[src/rtl/rx_agc_pkg.sv]
// Package: shared constants, the gain-code type and the code-to-dB mapping
// of the receive gain ladder. It assumes a fixed ladder of nine codes in
// equal 6 dB steps, starting at -18 dB.
package rx_agc_pkg;

    localparam int unsigned CODE_W    = 4;
    localparam int unsigned MAX_CODE  = 8;
    localparam int unsigned DB_W      = 7;
    localparam int          DB_AT_MIN = -18;
    localparam int          DB_STEP   = 6;

    typedef logic [CODE_W-1:0] gain_code_t;

    // Returns the signed dB value of a gain code.
    function automatic logic signed [DB_W-1:0] code_to_db(input gain_code_t c);
        int v;
        v = DB_AT_MIN + DB_STEP * int'(c);
        return v[DB_W-1:0];
    endfunction

endpackage

[src/rtl/rx_agc_peak.sv]
// Module: windowed peak-magnitude tracker.
// It counts valid samples into windows of WIN_LEN. It keeps the largest
// absolute value seen in the current window and restarts that value with
// the first sample of each window. When a window's last sample arrives, it
// presents the window peak and pulses win_done for one cycle, both
// registered. Assumes SAMPLE_W >= 2. Magnitude carries SAMPLE_W unsigned
// bits, enough to hold the most negative input.
module rx_agc_peak #(
    parameter int unsigned SAMPLE_W = 12,
    parameter int unsigned WIN_LEN  = 64
) (
    input  logic                       clk,
    input  logic                       rst_n,
    input  logic signed [SAMPLE_W-1:0] sample,
    input  logic                       sample_valid,
    output logic                       win_done,
    output logic        [SAMPLE_W-1:0] win_peak
);

    localparam int unsigned CNT_W = (WIN_LEN > 1) ? $clog2(WIN_LEN) : 1;

    logic [SAMPLE_W-1:0] mag;
    logic [SAMPLE_W-1:0] run_peak_q;
    logic [SAMPLE_W-1:0] run_peak_nxt;
    logic                first_smp;
    logic                last_smp;

    // Absolute value of the two's-complement input sample.
    always_comb begin
        mag = sample[SAMPLE_W-1] ? (~sample + 1'b1) : sample;
    end

    generate
        if (WIN_LEN > 1) begin : g_counted
            localparam logic [CNT_W-1:0] LAST_IDX = CNT_W'(WIN_LEN - 1);
            logic [CNT_W-1:0] idx_q;

            // Position of the next valid sample inside its window.
            always_ff @(posedge clk) begin
                if (!rst_n) begin
                    idx_q <= '0;
                end else if (sample_valid) begin
                    idx_q <= (idx_q == LAST_IDX) ? '0 : idx_q + 1'b1;
                end
            end

            assign first_smp = (idx_q == '0);
            assign last_smp  = (idx_q == LAST_IDX);
        end else begin : g_single
            assign first_smp = 1'b1;
            assign last_smp  = 1'b1;
        end
    endgenerate

    // Running maximum: restarts on the first sample of each window.
    always_comb begin
        if (first_smp || (mag > run_peak_q)) begin
            run_peak_nxt = mag;
        end else begin
            run_peak_nxt = run_peak_q;
        end
    end

    // Holds the running maximum between valid samples.
    always_ff @(posedge clk) begin
        if (!rst_n) begin
            run_peak_q <= '0;
        end else if (sample_valid) begin
            run_peak_q <= run_peak_nxt;
        end
    end

    // Publishes the completed window peak with a one-cycle done pulse.
    always_ff @(posedge clk) begin
        if (!rst_n) begin
            win_done <= 1'b0;
            win_peak <= '0;
        end else begin
            win_done <= sample_valid && last_smp;
            if (sample_valid && last_smp) begin
                win_peak <= run_peak_nxt;
            end
        end
    end

endmodule

[src/rtl/rx_agc_stepper.sv]
// Module: gain-code decision register.
// On a completed window with enable high, it steps the code down by one when
// the peak is at or above HI_THR and up by one when it is below LO_THR,
// holding inside the ladder limits. Otherwise the code holds. Assumes
// LO_THR < HI_THR, both representable in MAG_W bits.
module rx_agc_stepper
    import rx_agc_pkg::*;
#(
    parameter int unsigned MAG_W  = 12,
    parameter int unsigned HI_THR = 1792,
    parameter int unsigned LO_THR = 768
) (
    input  logic             clk,
    input  logic             rst_n,
    input  logic             enable,
    input  logic             win_done,
    input  logic [MAG_W-1:0] win_peak,
    output gain_code_t       gain_code
);

    localparam logic [MAG_W-1:0] HI_V   = MAG_W'(HI_THR);
    localparam logic [MAG_W-1:0] LO_V   = MAG_W'(LO_THR);
    localparam gain_code_t       TOP_CD = CODE_W'(MAX_CODE);

    gain_code_t code_q;
    gain_code_t code_nxt;
    logic       too_big;
    logic       too_small;

    // Threshold comparison of the finished window peak.
    always_comb begin
        too_big   = (win_peak >= HI_V);
        too_small = (win_peak < LO_V);
    end

    // Next code: one step at most, attenuation taking priority.
    always_comb begin
        code_nxt = code_q;
        if (win_done && enable) begin
            if (too_big) begin
                if (code_q != '0) code_nxt = code_q - 1'b1;
            end else if (too_small) begin
                if (code_q < TOP_CD) code_nxt = code_q + 1'b1;
            end
        end
    end

    // Gain code register; reset selects the lowest gain.
    always_ff @(posedge clk) begin
        if (!rst_n) begin
            code_q <= '0;
        end else begin
            code_q <= code_nxt;
        end
    end

    assign gain_code = code_q;

endmodule

[src/rtl/rx_agc_dbmap.sv]
// Module: converts the gain code to its signed dB value. Purely
// combinational; assumes a code within the ladder.
module rx_agc_dbmap
    import rx_agc_pkg::*;
(
    input  gain_code_t              gain_code,
    output logic signed [DB_W-1:0]  gain_db
);

    // Ladder lookup through the shared mapping function.
    always_comb begin
        gain_db = code_to_db(gain_code);
    end

endmodule

[src/rtl/rx_pga_agc.sv]
// Module: receive PGA automatic gain controller (top).
// Chains the windowed peak tracker, the single-step gain decision and the
// dB mapping. Assumes sample is the signed converter output and that the
// amplifier applies a new code before the next window's samples matter.
module rx_pga_agc #(
    parameter int unsigned SAMPLE_W = 12,
    parameter int unsigned WIN_LEN  = 64,
    parameter int unsigned HI_THR   = 1792,
    parameter int unsigned LO_THR   = 768
) (
    input  logic                       clk,
    input  logic                       rst_n,
    input  logic                       enable,
    input  logic signed [SAMPLE_W-1:0] sample,
    input  logic                       sample_valid,
    output logic        [3:0]          gain_code,
    output logic signed [6:0]          gain_db
);

    logic                win_done;
    logic [SAMPLE_W-1:0] win_peak;

    rx_agc_peak #(
        .SAMPLE_W (SAMPLE_W),
        .WIN_LEN  (WIN_LEN)
    ) u_peak (
        .clk          (clk),
        .rst_n        (rst_n),
        .sample       (sample),
        .sample_valid (sample_valid),
        .win_done     (win_done),
        .win_peak     (win_peak)
    );

    rx_agc_stepper #(
        .MAG_W  (SAMPLE_W),
        .HI_THR (HI_THR),
        .LO_THR (LO_THR)
    ) u_step (
        .clk       (clk),
        .rst_n     (rst_n),
        .enable    (enable),
        .win_done  (win_done),
        .win_peak  (win_peak),
        .gain_code (gain_code)
    );

    rx_agc_dbmap u_db (
        .gain_code (gain_code),
        .gain_db   (gain_db)
    );

endmodule

[config.mk]
export PLATFORM = sky130hd
export DESIGN_NAME = rx_pga_agc
export DESIGN_NICKNAME = d
export VERILOG_FILES = /design/src/rtl/rx_agc_pkg.sv /design/src/rtl/rx_agc_peak.sv /design/src/rtl/rx_agc_stepper.sv /design/src/rtl/rx_agc_dbmap.sv /design/src/rtl/rx_pga_agc.sv
export SDC_FILE = /design/constraint.sdc
export NUM_CORES = 1
export LEC_CHECK = 0
export ABC_AREA = 1
export BUFFER_PORTS_ARGS = -buffer_cell sky130_fd_sc_hd__buf_2
export CELL_PAD_IN_SITES_DETAIL_PLACEMENT = 1
export CELL_PAD_IN_SITES_GLOBAL_PLACEMENT = 1
export CORE_UTILIZATION = 45
export DETAILED_ROUTE_END_ITERATION = 12
export HOLD_SLACK_MARGIN = 0.06
export PLACE_DENSITY_LB_ADDON = 0.2
export RECOVER_POWER = 50
export SETUP_SLACK_MARGIN = 0.15
export SYNTH_ARGS = -nofsm -noshare
export SYNTH_HDL_FRONTEND = slang
export SYNTH_SLANG_ARGS = --single-unit
[constraint.sdc]
create_clock -name clk -period 6.2 [get_ports clk]
set_input_delay 0.31 -clock clk [delete_from_list [all_inputs] [get_ports clk]]
set_output_delay 0.31 -clock clk [all_outputs]
set_load 0.005 [all_outputs]
==> Word level (Yosys, flattened, before mapping) <==
Index checks and enable logic that the tools add are counted.
{ "word_totals": {"wordCells": 33, "ff_bits": 35} }
{ "classes": {"n_addsub": 5, "reduce_logical": 8, "eq_ne": 2, "mul": 1, "n_mux": 7, "n_bitwise": 1, "magnitude_cmp": 4} }
{ "ops": {"columns": ["cell", "n"], "rows": [
  ["two-way mux 12 bit", 2],
  ["two-way mux 4 bit", 4],
  ["adder 12 x 1 -> 12 bit, second input constant", 1],
  ["greater-or-equal comparator 12 x 11 -> 1 bit, second input constant", 1],
  ["greater-than comparator 12 bit", 1],
  ["less-than comparator 12 x 10 -> 1 bit, second input constant", 1],
  ["inverter 12 bit", 1],
  ["adder 6 x 7 -> 7 bit, first input constant", 1],
  ["adder 6 x 1 -> 6 bit, second input constant", 1],
  ["== test 6 bit, second input constant", 1],
  ["logical NOT 6 bit", 1],
  ["multiplier 2 x 4 -> 6 bit, first input constant", 1],
  ["two-way mux 6 bit", 1],
  ["adder 4 x 1 -> 4 bit, second input constant", 1],
  ["less-than comparator 4 bit, second input constant", 1],
  ["AND reduction 4 bit", 1],
  ["nonzero test 2 bit", 2],
  ["nonzero test 4 bit", 1],
  ["subtractor 4 x 1 -> 4 bit, second input constant", 1],
  ["logical AND 1 bit", 2],
  ["!= test 2 bit, second input constant", 1],
  ["logical OR 1 bit", 1]
]} }

==> Longest topological paths before layout <==
{ "logic_depth": {"word_depth": 6, "ltp_mapped": 20, "depth_no_buf": 20} }

==> Cells and area by module <==
From an unflattened synthesis, not the netlist that was laid out.
{ "hier_totals": {"cells_unflattened": 396, "hier_area_um2": 2577.5} }
{ "by_module_without_submodules": {"columns": ["mod", "instances", "cells_per_inst", "area_per_inst_um2"], "rows": [
  ["rx_agc_peak", 1, 303, 1953.1],
  ["rx_agc_stepper", 1, 48, 332.8],
  ["rx_agc_dbmap", 1, 45, 291.5]
]} }

==> Least setup slack after synthesis <==
Ideal clock, no wire load.
{ "synth_path": {"path_kind": "input port to flip-flop", "start": "input sample[0]", "end": "register with a tool-made name", "path_slack_ps": 3710, "required_time_ps": 6084, "arrival_ps": 2374, "path_stages": 19, "n_path_buf": 1, "cell_sequence": "inv_1 > ha_1 > nand3_1 > o21ai_1 > xor2_1 > inv_1 > ha_1 > nand2_1 > inv_2 > nand2_2 > nor2_4 > nand2_1 > nand3_2 > nand2_4 > nand2_4 > buf_6 > nand3b_2 > nand2_1 > nor2_2"} }
{ "synth_lines": {"columns": ["item", "line", "text"], "rows": [
  ["start: declaration", "rx_pga_agc.sv:14", "input logic signed [SAMPLE_W-1:0] sample,"]
]} }

==> Worst setup path after layout <==
{ "layout_path": {"start": "input sample[0]", "end": "register u_peak.run_peak_q[10]"} }
{ "layout_between": {"elab_chain_len": 6} }
{ "layout_lines": {"columns": ["item", "line", "text"], "rows": [
  ["inverter 12 bit", "rx_agc_peak.sv:30", "mag = sample[SAMPLE_W-1] ? (~sample + 1'b1) : sample;"],
  ["adder 12 x 1 -> 12 bit", "rx_agc_peak.sv:30", null],
  ["two-way mux 12 bit *", "rx_agc_peak.sv:30", null],
  ["greater-than comparator 12 bit", "rx_agc_peak.sv:57", "if (first_smp || (mag > run_peak_q)) begin"],
  ["logical OR 1 bit", "rx_agc_peak.sv:57", null],
  ["two-way mux 12 bit *", "rx_agc_peak.sv:57", null],
  ["end signal: assignment", "rx_agc_peak.sv:69", "run_peak_q <= run_peak_nxt;"],
  ["end: declaration", "rx_agc_peak.sv:23", "logic [SAMPLE_W-1:0] run_peak_q;"]
]} }
Every way passes the cells marked *; elsewhere a longest branch is shown, timed or not.
A chain may end at the register's enable or synchronous reset.

==> flow_metrics.py <==
metrics = {
    "status": {
        "status": "finished clean",
    },
    "sta": {
        "slew_headroom_pct": 64.7,
        "grt_setup_unrepaired": "no",
        "fin_crit_ps": 2670,
        "finalClockSkew_ps": 4.93,
        "slew_viol_final": 0,
        "finalCritPeriodShare_pct": 43.1,
        "fin_setup_tns_ps": 0,
        "setup_viol": 0,
        "setup_ws_ps": 3530,
        "worstMarginPinSlew_ps": 529,
        "max_freq_mhz": 374,
        "hold_viol": 0,
    },
    "synthesis": {
        "synth.largest_area_cell": "dfxtp_1",
        "synth_area_leaders": "dfxtp_1 25%, ha_1 15%, nand2_1 11%",
        "synth_nets": 350,
        "syn_area_per_cell_sq_um": 7.15,
        "synth_warnings": 0,
        "synth_top_area_share_pct": 24.7,
        "synth-seq-cells": 27,
        "synth_edf_count": 0,
        "synth_area_sq_um": 2190,
        "synthFlopType": "dfxtp_1",
        "synth_cell_types": 33,
        "synthCells": 306,
        "yosysSeqAreaShare_pct": 24.7,
        "async_flop_share_pct": 0,
    },
    "min_path": {
        "hp-start": "sample[0]",
        "min_path_type": "input pin to register",
    },
    "detailed_routing": {
        "via_per_inst": 5.11,
        "ant_nets": 0,
        "drt_iter0_drc": 54,
        "dr_total_vias": 1936,
        "first_pass_iters": 4,
        "wl_per_cell_microns": 12.7,
        "drc_errors": 0,
        "wirelength_microns": 4810,
    },
    "clock_tree": {
        "cts-root-buf": "clkbuf_8",
        "hold_buffers": 0,
        "htreeDepth": 1,
        "clk_latency_ps": 280,
        "cts_setup_buffers": 0,
        "clockBufferDepth": 2,
        "cts_tree": "done",
        "clk_pin_slew_ps": 90,
        "clock-sinks": 27,
        "cts_made_buffers": 3,
        "cts-resized-gates": 0,
    },
    "pwr": {
        "powerDensity_nw_per_um2": 182,
        "sw_frac_of_total_pct": 35.0,
        "clkPwrFrac_pct": 24.4,
        "power.switching_uw": 150,
        "combPwrFrac_pct": 31.6,
        "p_int_uw": 280,
        "p_seq_share_pct": 44.0,
        "ir_worst_vdd_mv": 0.0981,
        "power_leakage_uw": 0.00121,
    },
    "grt": {
        "grt_pass1_vias": 1929,
        "antenna_found_initial": 0,
        "globalRouteOverflowTotal": 0,
        "grt_usage_pct": 20.6,
        "grt_pass1_wl_microns": 8470,
        "grt_max_degree": 25,
    },
    "place": {
        "port_buffers": 25,
        "placed_cell_area_sq_um": 2320,
        "place_hpwl_microns": 3790,
        "dp_cells": 375,
        "globalplace.congestion": 0.800,
        "pre_cts_slack_ps": 3210,
    },
    "critical_path": {
        "crit_arrival_ps": 2890,
        "crit_start": "sample[0]",
        "r2r_start": "u_peak.win_peak[10]$_SDFFE_PN0P_",
        "start_kind": "input pin",
        "path_class": "input pin to register",
        "crit_fanout": 22,
        "crit_required_ps": 6420,
        "setup.worst_path.end_class": "register",
    },
    "floorplanning": {
        "core_sq_um": 4500,
        "die_area_sq_um": 5140,
        "num_rows": 24,
        "initial_core_util_pct": 48.6,
        "die_h_microns": 71.7,
        "dieWidth_microns": 71.7,
        "io_pins": 27,
    },
    "final_layout": {
        "fin_cells": 379,
        "antenna-diode-count": 0,
        "final_util_pct": 52.4,
        "design_area_sq_um": 2360,
        "drive_gt1_share_pct": 15.6,
        "area_growth_pct": 7.84,
        "final_nets": 372,
    },
    "job": {
        "maxCapViolCount": 0,
    },
}
[metrics by stage]
step	power, uW	hold slack (ps)
2_1_floorplan	302	445
3_5_place_dp	329	469
4_1_cts	436	428
3_3_place_gp	324	462
5_1_grt	462	443
6_report	430	428
[layer usage]
| layer | routed length [microns] | GRT usage, % | vias to the layer above |
|---|---|---|---|
| met1 | 2120 | 23.4 | 891 |
| met2 | 2430 | 38.9 | 27 |
| met3 | 130 | 4.22 | 10 |
| met4 | 128 | 5.66 | 0 |
| met5 | 0 | 0 | - |
| li1 | - | - | 1008 |
[worst max-delay path, stage by stage]
cell,delay (ps)
buf_2,100
inv_1,130
ha_1,210
nand3_1,110
o21ai_1,250
xor2_1,290
inv_1,80
ha_1,270
nand2_1,60
inv_2,50
nand2_2,70
nor2_4,110
nand2_1,70
nand3_2,70
nand2_4,70
nand2_4,240
nand2_2,160
nand2_1,100
nand2_1,50
nor2_1,70
[cell usage in the layout (no fill, tap or decap), types with 2 or more instances in the layout]
master and instances:
buf_2 21, nand2_1 64, o21ai_0 11, nand3_1 22, dfxtp_1 27, ha_1 26, xnor2_1 4, inv_1 40
xor2_1 13, nand2_2 2, nand3b_1 2, nand2_4 2, nor2_2 4, clkbuf_8 3, nor2_1 28, nand3_2 7
nand3b_2 4, fa_1 2, nand4_1 2, nor3_1 4, clkbuf_1 4, a21oi_1 21, inv_2 4
[power by group through the flow]
stage | registers [uW] | logic [uW] | clock network, uW
floorplan | 192 | 110 | 0
global placement | 193 | 131 | 0
detailed placement | 193 | 136 | 0
CTS | 189 | 138 | 109
global route | 190 | 155 | 117
finish | 189 | 136 | 105
[synthesized netlist by cell type, types with 5 or more instances]
| cell | number |
|---|---|
| nand2_1 | 63 |
| inv_1 | 40 |
| dfxtp_1 | 27 |
| nor2_1 | 27 |
| ha_1 | 26 |
| nand3_1 | 22 |
| a21oi_1 | 21 |
| xor2_1 | 13 |
| o21ai_0 | 10 |
| nand3_2 | 7 |
| inv_2 | 5 |
| nor2_2 | 5 |
[kinds of logic after synthesis]
logic type	count (synthesis)	share of synthesized area, %
buffers and inverters	53	10.1
and+or+nand+nor	145	33.2
adders and majority gates	28	16.7
DFF	27	24.7
other	1	0.171
xor gates and xnor gates	17	6.81
AOI/OAI and AO/OA	35	8.30
[path summary, 6_finish.rpt]
path,endpoint,slack [ps],cells past startpoint
setup / recovery,u_peak.run_peak_q[10]$_SDFFE_PN0P_,3530,20
hold / removal,register,430,5
setup reg to reg,u_step.gain_code[3]$_SDFFE_PN0P_,4260,9
hold reg to reg,u_peak.win_peak[8]$_SDFFE_PN0P_,480,2
[cell type report]
cell class                 instances  area (sq um)
fill                             618          2150
multi-input combinational        226          1420
sequential                        27           541
inverter                          45           169
timing repair buffer              25           120
tap                               52          65.1
clock buffer                       3          41.3
clock inverter                     1          7.51
(Power assumes the default switching activity.)
